## src/rtl/pfs_pkg.sv

```systemverilog
package pfs_pkg;
    localparam int HALF_W = 12;
    localparam int ADDR_W = 12;
    localparam int OP_W   = 6;
    localparam int WORD_W = 2 * HALF_W;

    typedef enum logic [1:0] {
        PH_FETCH = 2'd0,
        PH_LO    = 2'd1,
        PH_HI    = 2'd2
    } phase_e;

    typedef struct packed {
        phase_e              ph;
        logic [ADDR_W-1:0]   pc;
        logic [WORD_W-1:0]   ibuf;
        logic                first;
        logic                vec;
        logic                svc;
        logic                pend;
    } seq_s;
endpackage

```

## src/rtl/pfs_half_sel.sv

```systemverilog
module pfs_half_sel #(
    parameter int HW  = 12,
    parameter int OPW = 6
) (
    input  logic [2*HW-1:0] word,
    input  logic            hi,
    output logic [HW-1:0]   half,
    output logic [OPW-1:0]  op
);
    logic [HW-1:0] parts [2];

    for (genvar g = 0; g < 2; g++) begin : g_part
        assign parts[g] = word[g*HW +: HW];
    end

    assign half = parts[hi];
    assign op   = half[OPW-1:0];
endmodule

```

## src/rtl/pfs_save_fmt.sv

```systemverilog
module pfs_save_fmt #(
    parameter int AW = 12
) (
    input  logic [AW-1:0]   bias,
    input  logic [AW-1:0]   ic,
    input  logic            vec,
    input  logic            svc,
    output logic [AW-1:0]   loc,
    output logic [2*AW-1:0] data
);
    logic [AW-1:0] ret;

    // inside the vector word the counter already holds the return point
    assign ret  = vec ? ic : ic + AW'(1);
    assign data = {bias, ret};
    assign loc  = svc ? AW'(1) : AW'(0);
endmodule

```

## src/rtl/pair_fetch_seq.sv

```systemverilog
module pair_fetch_seq
    import pfs_pkg::*;
#(
    parameter int VEC_ADDR = 128
) (
    input  logic                clk,
    input  logic                rst,
    output logic                mem_req,
    output logic [ADDR_W-1:0]   mem_addr,
    input  logic                mem_valid,
    input  logic [WORD_W-1:0]   mem_data,
    output logic                ins_valid,
    output logic                ins_second,
    output logic [HALF_W-1:0]   ins_word,
    output logic [OP_W-1:0]     ins_op,
    input  logic                step,
    input  logic                xfer_taken,
    input  logic                xfer_call,
    input  logic [ADDR_W-1:0]   xfer_target,
    input  logic [ADDR_W-1:0]   bias_in,
    output logic                ea_start,
    output logic                ea_slot,
    input  logic                irq,
    output logic                in_service,
    output logic                save_we,
    output logic [ADDR_W-1:0]   save_addr,
    output logic [WORD_W-1:0]   save_data
);
    localparam logic [ADDR_W-1:0] VEC = ADDR_W'(VEC_ADDR);

    seq_s q, d;
    logic              boundary;
    logic              take_irq;
    logic              end_svc;
    logic [ADDR_W-1:0] pc_next;

    pfs_half_sel #(.HW(HALF_W), .OPW(OP_W)) u_sel (
        .word (q.ibuf),
        .hi   (q.ph == PH_HI),
        .half (ins_word),
        .op   (ins_op)
    );

    pfs_save_fmt #(.AW(ADDR_W)) u_save (
        .bias (bias_in),
        .ic   (q.pc),
        .vec  (q.vec),
        .svc  (q.svc),
        .loc  (save_addr),
        .data (save_data)
    );

    always_comb begin
        d          = q;
        mem_req    = (q.ph == PH_FETCH);
        mem_addr   = q.vec ? VEC : q.pc;
        ins_valid  = (q.ph == PH_LO) || (q.ph == PH_HI);
        ins_second = (q.ph == PH_HI);
        ea_start   = (mem_req && mem_valid) || (q.ph == PH_LO && q.first);
        ea_slot    = (q.ph == PH_LO);
        in_service = q.svc;
        save_we    = ins_valid && step && xfer_taken && xfer_call;
        boundary   = 1'b0;
        d.pend     = q.pend | irq;

        unique case (q.ph)
            PH_FETCH: begin
                if (mem_valid) begin
                    d.ibuf  = mem_data;
                    d.ph    = PH_LO;
                    d.first = 1'b1;
                end
            end
            PH_LO: begin
                d.first = 1'b0;
                if (step) begin
                    if (xfer_taken) boundary = 1'b1;
                    else            d.ph     = PH_HI;
                end
            end
            PH_HI: begin
                if (step) boundary = 1'b1;
            end
            default: d.ph = PH_FETCH;
        endcase

        pc_next  = xfer_taken ? xfer_target : (q.vec ? q.pc : q.pc + ADDR_W'(1));
        take_irq = q.pend && !q.svc;
        end_svc  = (q.vec && !xfer_taken) || (xfer_taken && !xfer_call && !q.vec);

        if (boundary) begin
            d.ph = PH_FETCH;
            d.pc = pc_next;
            if (take_irq) begin
                d.vec  = 1'b1;
                d.svc  = 1'b1;
                d.pend = irq;
            end else begin
                d.vec = 1'b0;
                if (end_svc) d.svc = 1'b0;
            end
        end
    end

    always_ff @(posedge clk) begin
        if (rst) begin
            q.ph    <= PH_FETCH;
            q.pc    <= '0;
            q.ibuf  <= '0;
            q.first <= 1'b0;
            q.vec   <= 1'b0;
            q.svc   <= 1'b0;
            q.pend  <= 1'b0;
        end else begin
            q <= d;
        end
    end
endmodule

```

## config.mk

```make
export PLATFORM = sky130hd
export DESIGN_NAME = pair_fetch_seq
export DESIGN_NICKNAME = d
export VERILOG_FILES = /design/src/rtl/pfs_pkg.sv /design/src/rtl/pfs_half_sel.sv /design/src/rtl/pfs_save_fmt.sv /design/src/rtl/pair_fetch_seq.sv
export SDC_FILE = /design/constraint.sdc
export NUM_CORES = 1
export LEC_CHECK = 0
export BUFFER_PORTS_ARGS = -buffer_cell sky130_fd_sc_hd__buf_2
export CAP_MARGIN = 20
export CORE_MARGIN = 1
export CORE_UTILIZATION = 43
export DETAILED_ROUTE_END_ITERATION = 7
export PLACE_DENSITY = 0.78
export SLEW_MARGIN = 10
export SYNTH_ARGS = -nofsm -noshare
export SYNTH_HDL_FRONTEND = slang
export SYNTH_HIERARCHICAL = 1
export SYNTH_SLANG_ARGS = --single-unit
```

## constraint.sdc

```tcl
create_clock -name clk -period 1.57 [get_ports clk]
set_input_delay 0.2355 -clock clk [delete_from_list [all_inputs] [get_ports clk]]
set_output_delay 0.2355 -clock clk [all_outputs]
set_load 0.02 [all_outputs]
```

; ---- Word-level counts from Yosys, hierarchy flattened
; Cells that the tools add are included.
[word_totals]
wordCells = 62
ff_bits = 42
input_bits = 55
out_inout_bits = 73
[classes]
bitwise = 3
magnitude_cmp = 1
n_reduce_logical = 24
n_mux = 21
add_sub_neg = 1
eq_ne = 5
[ops]
columns = cell, count
row1 = 12-bit two-way mux, 6
row2 = 12-bit by 1-bit adder with 12-bit output (second input constant), 1
row3 = 1-bit logical AND, 9
row4 = 1-bit two-way mux, 8
row5 = 2-bit two-way mux, 4
row6 = 2-bit one-hot mux with 3 select lines, 1
row7 = 2-bit AND reduction, 3
row8 = 1-bit zero test, 4
row9 = 2-bit inequality test (second input constant), 2
row10 = 1-bit one-hot mux with 2 select lines, 2
row11 = 4-bit AND reduction, 1
row12 = 2-bit nonzero test, 2
row13 = 1-bit logical OR, 3
row14 = 2-bit by 1-bit equality test with 1-bit output (second input constant), 1
row15 = 2-bit equality test (second input constant), 1
row16 = 2-bit >= comparator (second input constant), 1
row17 = 2-bit zero test, 1
row18 = 2-bit by 1-bit inequality test with 1-bit output (second input constant), 1
row19 = 1-bit NOT with 2-bit output, 1
row20 = 2-bit OR reduction, 1
row21 = 1-bit NOT, 1
row22 = 1-bit bitwise OR, 1

; ---- Logic depth before layout (Yosys ltp)
; Gate-level depths: netlist (run 1).
[logic_depth]
depth_word = 6
mapped_depth = 8
depth_no_buf = 6

; ---- By module
; The synthesis (run 1) kept the hierarchy.
[by_module_without_submodules]
columns = mod, cells_per_inst, seq_area_each_um2, instances, area_per_inst_um2
row1 = pair_fetch_seq, 267, 840.8, 1, 2092.0
row2 = pfs_save_fmt, 55, 0.0, 1, 427.9
row3 = pfs_half_sel, 19, 0.0, 1, 229.0

; ---- Worst setup path before layout (run 1)
; Ideal clock, no wire load.
[synth_timing]
path_kind = reg-to-reg
startpoint = register q[40] (netlist bit)
endpoint = register q[30] (netlist bit)
setup_time_ns = 0.116
arrival_time_ns = 1.653
path_buffers = 1
stages_incl_launch_ff = 8
period_less_slack_ns = 1.769
path_slack_ns = -0.199
required_time_ns = 1.454
path_cell_list = dfxtp_1 -> inv_1 -> ha_1 -> and2_1 -> buf_6 -> a31oi_2 -> nor3_1 -> a31o_2
[synth_via]
elab_chain_len = 2
elab_cells_between_ends = 3
classes_between = eq/ne: 2 / mux: 1
[synth_rtl]
columns = element, line
row1 = from (decl), pair_fetch_seq.sv:31  ; seq_s q, d;
row2 = 2-bit equality test / 2-bit by 1-bit equality test with 1-bit output (equally long branches), pair_fetch_seq.sv:66  ; unique case (q.ph)
row3 = 1-bit one-hot mux with 2 select lines *, pair_fetch_seq.sv:66
; Every way passes the cells marked *; elsewhere a longest branch is shown, timed or not.
; A chain may end at the register's enable or synchronous reset.

; ---- Final worst setup path (run 1)
[layout_timing]
startpoint = register q[40] (netlist bit)
endpoint = register q[39] (netlist bit)
; Same word-level chain as after synthesis.

==> results by group, run 1 <==
Power and ir drop
  – Leakage power: 1.998 nW
  – Total power per unit cell area: 869.7 nW/um^2
  – Maximum VDD drop: 0.9099 mV

Setup path
  – Data arrival time of the critical path: 2.07 ns
  – Critical path launch point type: register
  – Biggest cell delay along the critical path: 0.34 ns
  – Critical path launch point: q[40]
  – Crit-path slowest cell: sky130_fd_sc_hd__dfxtp_2
  – Worst Setup Path Type: register to register
  – Crit end category: register
  – Highest fanout seen on the critical path: 7
  – Reg-to-reg critical path startpoint: q[40]
  – CP required: 1.81 ns
  – Cells along the critical path: inv_2 > ha_4 > buf_8 > buf_12 > nand4b_1 > buf_4 > nor4_1 > a32oi_1 > nand2_1

Drt
  – Post-detailed-route via-to-cell ratio: 5.676
  – Number of vias after detailed routing: 3082
  – Initial DRC Count: 220
  – Routed len/inst: 17.85 um
  – Drt total wl: 9.691 mm
  – Post-route DRC violation count: 0
  – Number of detailed-routing iterations run before antenna repair: 6
  – ANT nets after route: 0

Global route
  – Global-route wire length before repair: 11.74 mm
  – Number of global-route vias before repair: 2511
  – GR Util All Layers: 0.2290
  – Maximum number of pins on one net before global-route repair: 25
  – Residual overflow from global routing: 0
  – Antenna violations before repair: 0

Yosys
  – Gate count after technology mapping: 341
  – Largest area contributor in the netlist: sky130_fd_sc_hd__dfxtp_1
  – Synth area leaders: sky130_fd_sc_hd__dfxtp_1, sky130_fd_sc_hd__buf_4, sky130_fd_sc_hd__nand2_1
  – Largest family of logic cells by synthesized area: simple AND/OR/NAND/NOR gates
  – Share of synthesized flip-flops with an asynchronous set or reset: 0
  – Post-Syn Area per Cell: 8.061 um^2
  – Synthesized cell area: 2749 um^2
  – Sequential element share of the synthesized area: 0.3059
  – Compound-Gate Fraction of Synth Area: 0.1857
  – Number of unique standard cell types used by synthesis: 56
  – Register bit total from synthesis: 42
  – Post-synthesis share of cell area spent on and, or, nand and nor gates: 0.2426
  – Post-synthesis share of cell area spent on full adders, half adders and majority gates: 0.02276
  – Number of flops mapped to enable cells by yosys: 0
  – Share of synthesized area spent on multiplexers: 0.07419
  – Synthesized-area fraction occupied by xor and xnor cells: 0.03505
  – Share of the synthesized area in the top cell type: 0.3059
  – Number of warnings issued by yosys: 6
  – Most used flip-flop cell after synthesis: sky130_fd_sc_hd__dfxtp_1

Place
  – Placed instance area: 3298 um^2
  – Number of input and output port buffers inserted: 92
  – Estimated wirelength of the detail-placed design: 4.996 mm
  – Worst setup slack after placement: -0.05173 ns
  – Routability cong.: 0.8484

STA
  – Period Utilization, post-route: 1.165
  – Minimum clock period after layout: 1.829 ns
  – Setup repair after global routing missed its margin: yes
  – Post-Route Skew: 0.005976 ns
  – Crit path setup slack, layout: -0.2586 ns
  – Measured slew at the worst slew-check pin: 0.5965 ns
  – Final Max Slew Viols: 0
  – Hold violation total from the final report: 0
  – Slew Limit Headroom: 0.6023
  – Upper clock frequency limit: 546.9 MHz
  – Setup violations, final: 59
  – Hold Slack: 0.1588 ns

Finish
  – Number of diodes: 0
  – Leading cell type in the layout, fill and taps excluded: sky130_fd_sc_hd__nand2_1
  – Final core utilization: 0.7315
  – Fin area: 4408 um^2
  – Share of final-layout standard cells stronger than drive strength 1: 0.5641
  – Total number of nets in the final design: 527
  – Leading cell types in the layout, fill and taps excluded: sky130_fd_sc_hd__nand2_1, sky130_fd_sc_hd__buf_2, sky130_fd_sc_hd__buf_6, sky130_fd_sc_hd__buf_4, sky130_fd_sc_hd__a21oi_1
  – Area growth syn-to-layout: 60.36%
  – Fill cells: 400

Die
  – Total die area: 6717 um^2
  – Count of standard-cell rows: 28
  – Die height: 81.96 um
  – Effective utilization at floorplan: 0.4562
  – I/O pin cnt: 128
  – Chip Width: 81.96 um
  – Area of the placeable core: 6026 um^2

Outcome
  – Status: finished, violations left
  – Violated checks: setup timing

CTS
  – Cts-stage hold buffer count: 0
  – Worst skew pair latency: 0.30 ns
  – Buffer depth of the longest clock path: 2
  – Number of H-tree branching levels: 2
  – Clock buffer count from CTS: 5
  – Sink count of the clock tree: 42
  – TritonCTS clock tree: yes
  – Clock transition at the registers of the reported paths: 0.09 ns
  – Cell chosen for the clock root: sky130_fd_sc_hd__clkbuf_8

Worst hold path
  – Worst hold path class: input pin to register
  – Worst min-delay path startpoint: irq

Flow run
  – Max-cap violations: 0
==> synth_stat cells, drive strengths merged, types with 2 or more instances <==
master and n:
nand2 68, buf 42, dfxtp 42, a21oi 41, o21ai 15, mux2 13
nor2b 11, inv 8, clkbuf 7, nand3 7, xnor2 7, nor2 6
a211oi 5, ha 5, nand2b 5, a31o 4, a31oi 4, and3 4
nand4 4, nor3 4, xor2 4, and4 3, nor4 3, and2 2
mux2i 2, nand3b 2, nand4b 2, o2111ai 2, o31ai 2, o41ai 2
or3 2, or4 2
==> layout make-up <==
type                       count  area, um^2  share of cell area
multi-input combinational    253        1984              0.4502
timing repair buffer         157        1328              0.3012
sequential                    42       872.1              0.1978
tap                           75       93.84             0.02129
clock buffer                   6       82.58             0.01873
inverter                       8       35.03            0.007948
clock inverter                 2       12.51            0.002838
==> per-stage QoR <==
stage / power (W) / cells / setup TNS [ns]
after global routing: 0.004002 / 543 / -10.24
final: 0.003834 / 543 / -7.522
after floorplan: 0.002185 / 351 / 0
after detailed placement: 0.002445 / 496 / -0.05407
after CTS: 0.003488 / 524 / -4.909
after global placement: 0.002413 / 496 / -0.005994
==> where the power goes <==
part           switching [W]  internal, W
clock network       0.000401     0.000354
logic               0.000903     0.000915
registers          0.0000922      0.00117
total                0.00140      0.00244
==> worst max-delay path: cells and delay by family, from the launching register on <==
kind	cells	cell delay [ns]
compound gates	1	0.10
fa+ha+maj	1	0.21
simple gates	3	0.57
buf+inv	4	0.56
flops	1	0.34
==> routing by layer <==
layer  GRT usage  routed length (um)  vias up
met5           0                   0        -
met4     0.05614                 367        0
met3     0.05111                 804       43
met2      0.3826                4855      197
met1      0.2967                3663     1439
li1            -                   -     1403
==> flip-flops by register name (all words and copies together) (netlist names) <==
name / cells
q: 41
in_service: 1
==> cells by family (layout without fill, tap and decap cells) <==
kind of cell    after synthesis  count (layout)
mux                          15              15
buf+inv                      57             173
flops                        42              42
fa+ha+maj                     5               5
simple gates                128             128
compound gates               82              83
other cells                   1              11
xor+xnor                     11              11
==> timing repair <==
action                                  4_1_cts  5_1_grt
gates resized for setup                     110       90
endpoints found under the setup margin       34       50
gates cloned                                  2        0
pin swaps                                    16       32
buffers inserted                             18       19
==> final timing paths <==
path | to | slack [ns] | depth (start not counted)
worst max-delay path | q[39] | -0.26 | 9
worst min-delay path | q[0] | 0.16 | 3
worst max register to register | q[39] | -0.26 | 9
worst min register to register | q[6] | 0.46 | 2
No activity file was read; power rests on OpenSTA's default activity.
==> run 2: changes to the inputs <==
--- a/config.mk
+++ b/config.mk
@@ -7,10 +7,12 @@
 export LEC_CHECK = 0
 export BUFFER_PORTS_ARGS = -buffer_cell sky130_fd_sc_hd__buf_2
 export CAP_MARGIN = 20
+export CORE_ASPECT_RATIO = 2
 export CORE_MARGIN = 1
-export CORE_UTILIZATION = 43
+export CORE_UTILIZATION = 47
 export DETAILED_ROUTE_END_ITERATION = 7
-export PLACE_DENSITY = 0.78
+export PLACE_DENSITY = 0.81
+export SKIP_LAST_GASP = 1
 export SLEW_MARGIN = 10
 export SYNTH_ARGS = -nofsm -noshare
 export SYNTH_HDL_FRONTEND = slang
==> constraint.sdc (replaced) <==
create_clock -name clk -period 2.1 [get_ports clk]
set_input_delay 0.315 -clock clk [delete_from_list [all_inputs] [get_ports clk]]
set_output_delay 0.315 -clock clk [all_outputs]
set_load 0.02 [all_outputs]
==> results by group, run 2 (same netlist as run 1, synthesis figures left out) <==
Power and ir drop
  – Maximum VDD drop: 0.6418 mV
  – Total power of the final layout: 0.002728 W
  – Total power per unit cell area: 823.6 nW/um^2
  – Leakage power: 1.597 nW

Finish
  – Fill cells: 552
  – Area growth syn-to-layout: 20.48%
  – Final core utilization: 0.5851
  – Leading cell type in the layout, fill and taps excluded: sky130_fd_sc_hd__buf_2
  – Share of final-layout standard cells stronger than drive strength 1: 0.3541
  – Total area of sequential cells: 843.3 um^2
  – Footprint of the multi-input gates: 1583 um^2
  – Register ranked first by flip-flop count: q
  – Number of flip-flops under the largest register name: 41
  – Leading cell types in the layout, fill and taps excluded: sky130_fd_sc_hd__buf_2, sky130_fd_sc_hd__nand2_1, sky130_fd_sc_hd__a21oi_1, sky130_fd_sc_hd__dfxtp_1, sky130_fd_sc_hd__buf_4
  – Total number of nets in the final design: 477
  – Number of diodes: 0
  – Fin area: 3312 um^2

CTS
  – CTS-repair resized insts: 0
  – Clock buffer count from CTS: 5
  – Buffer depth of the longest clock path: 2
  – Cts-stage hold buffer count: 0
  – Post-CTS setup repair buffer count: 0
  – Clock transition at the registers of the reported paths: 0.06 ns
  – Cell chosen for the clock root: sky130_fd_sc_hd__clkbuf_16
  – Sink count of the clock tree: 42
  – Worst skew pair latency: 0.28 ns
  – TritonCTS clock tree: yes
  – Number of H-tree branching levels: 2

STA
  – Minimum clock period after layout: 1.984 ns
  – Period Utilization, post-route: 0.9449
  – Upper clock frequency limit: 504.0 MHz
  – Setup violations, final: 0
  – Hold Slack: 0.2620 ns
  – Setup repair after global routing missed its margin: yes
  – Post-Route Skew: 0.002703 ns
  – Hold violation total from the final report: 0
  – Crit path setup slack, layout: 0.1158 ns
  – Final Max Slew Viols: 0

Global route
  – Antenna violations before repair: 0
  – GR Util All Layers: 0.2220
  – Residual overflow from global routing: 0
  – Number of global-route vias before repair: 2438
  – Maximum number of pins on one net before global-route repair: 25
  – Global-route wire length before repair: 10.76 mm

Drt
  – Post-detailed-route via-to-cell ratio: 5.516
  – Routed len/inst: 14.15 um
  – Number of detailed-routing iterations run before antenna repair: 4
  – Post-route DRC violation count: 0
  – Initial DRC Count: 62
  – Drt total wl: 6.779 mm
  – ANT nets after route: 0
  – Number of vias after detailed routing: 2642

Setup path
  – Worst reg2reg path endpoint: q[30]
  – Number of cell instances on the worst register-to-register path: 7
  – CP required: 1.78 ns
  – Highest fanout seen on the critical path: 7
  – Data arrival time of the critical path: 1.67 ns
  – Critical path launch point type: register
  – Crit end category: primary output
  – Reg-to-reg critical path startpoint: q[40]
  – Reg-to-reg slack, setup: 0.27 ns
  – Worst Setup Path Type: register to primary output

Die
  – Effective utilization at floorplan: 0.4856
  – Die height: 110.2 um
  – I/O pin cnt: 128
  – Total die area: 6177 um^2
  – Area of the placeable core: 5660 um^2
  – Chip Width: 56.08 um
  – Count of standard-cell rows: 39

Place
  – Worst setup slack after placement: 0.2471 ns
  – Placed instance area: 3109 um^2
  – Estimated wirelength of the detail-placed design: 5.222 mm
  – Routability cong.: 0.9230
  – Number of input and output port buffers inserted: 92

Flow run
  – Max-cap violations: 0

Worst hold path
  – WHS Path Cells: 3
  – Worst hold path class: input pin to register
  – Terminating pin of the worst hold path: q[0]
  – Worst min-delay path startpoint: irq

Outcome
  – Status: finished clean
[run 2: worst max-delay path by stage]
stage	startpoint	cells after the start	slack (ns)	endpoint
2_1_floorplan	q[40]	7	0.33	q[30]
3_3_place_gp	q[40]	6	0.36	q[33]
3_5_place_dp	q[41]	6	0.25	q[33]
4_1_cts	q[28]	5	0.01	save_data[10]
5_1_grt	q[28]	5	-0.005	save_data[6]
6_report	q[40]	5	0.12	save_we
[run 2: cell type report]
cell class	count	share of cell area
clock inverters	2	0.01813
clock buffers	6	0.04193
repair buffers	108	0.1753
inverters	8	0.009067
multi-input cells	252	0.4779
flip-flops and latches	42	0.2546
well taps	61	0.02304
[run 2: layer usage]
metal  vias to the layer above  GRT usage  part of all wire
met1                      1203     0.2114              0.37
li1                       1296          -                 -
met2                       113     0.4252              0.53
met3                        30    0.03501             0.058
met5                         -          0                 0
met4                         0     0.1533             0.047
[run 2: per-stage QoR]
step / TNS [ns] / cells
after floorplan: 0 / 351
after global placement: 0 / 471
after detailed placement: 0 / 471
after CTS: 0 / 479
after global routing: -0.004795 / 479
final: 0 / 479
[run 2: power breakdown]
group / leakage, nW / switching [W] / internal [W]
combinational: 1.16 / 0.000462 / 0.000299
sequential: 0.344 / 0.0000639 / 0.000878
clock: 0.0971 / 0.000312 / 0.000714
total: 1.60 / 0.000838 / 0.00189
[run 2: worst max-delay path: stages, from the launching register on]
cell                      delay, ns
sky130_fd_sc_hd__dfxtp_1       0.36
sky130_fd_sc_hd__inv_1         0.07
sky130_fd_sc_hd__ha_1          0.34
sky130_fd_sc_hd__and2_2        0.26
sky130_fd_sc_hd__and3_1        0.20
sky130_fd_sc_hd__buf_2         0.16
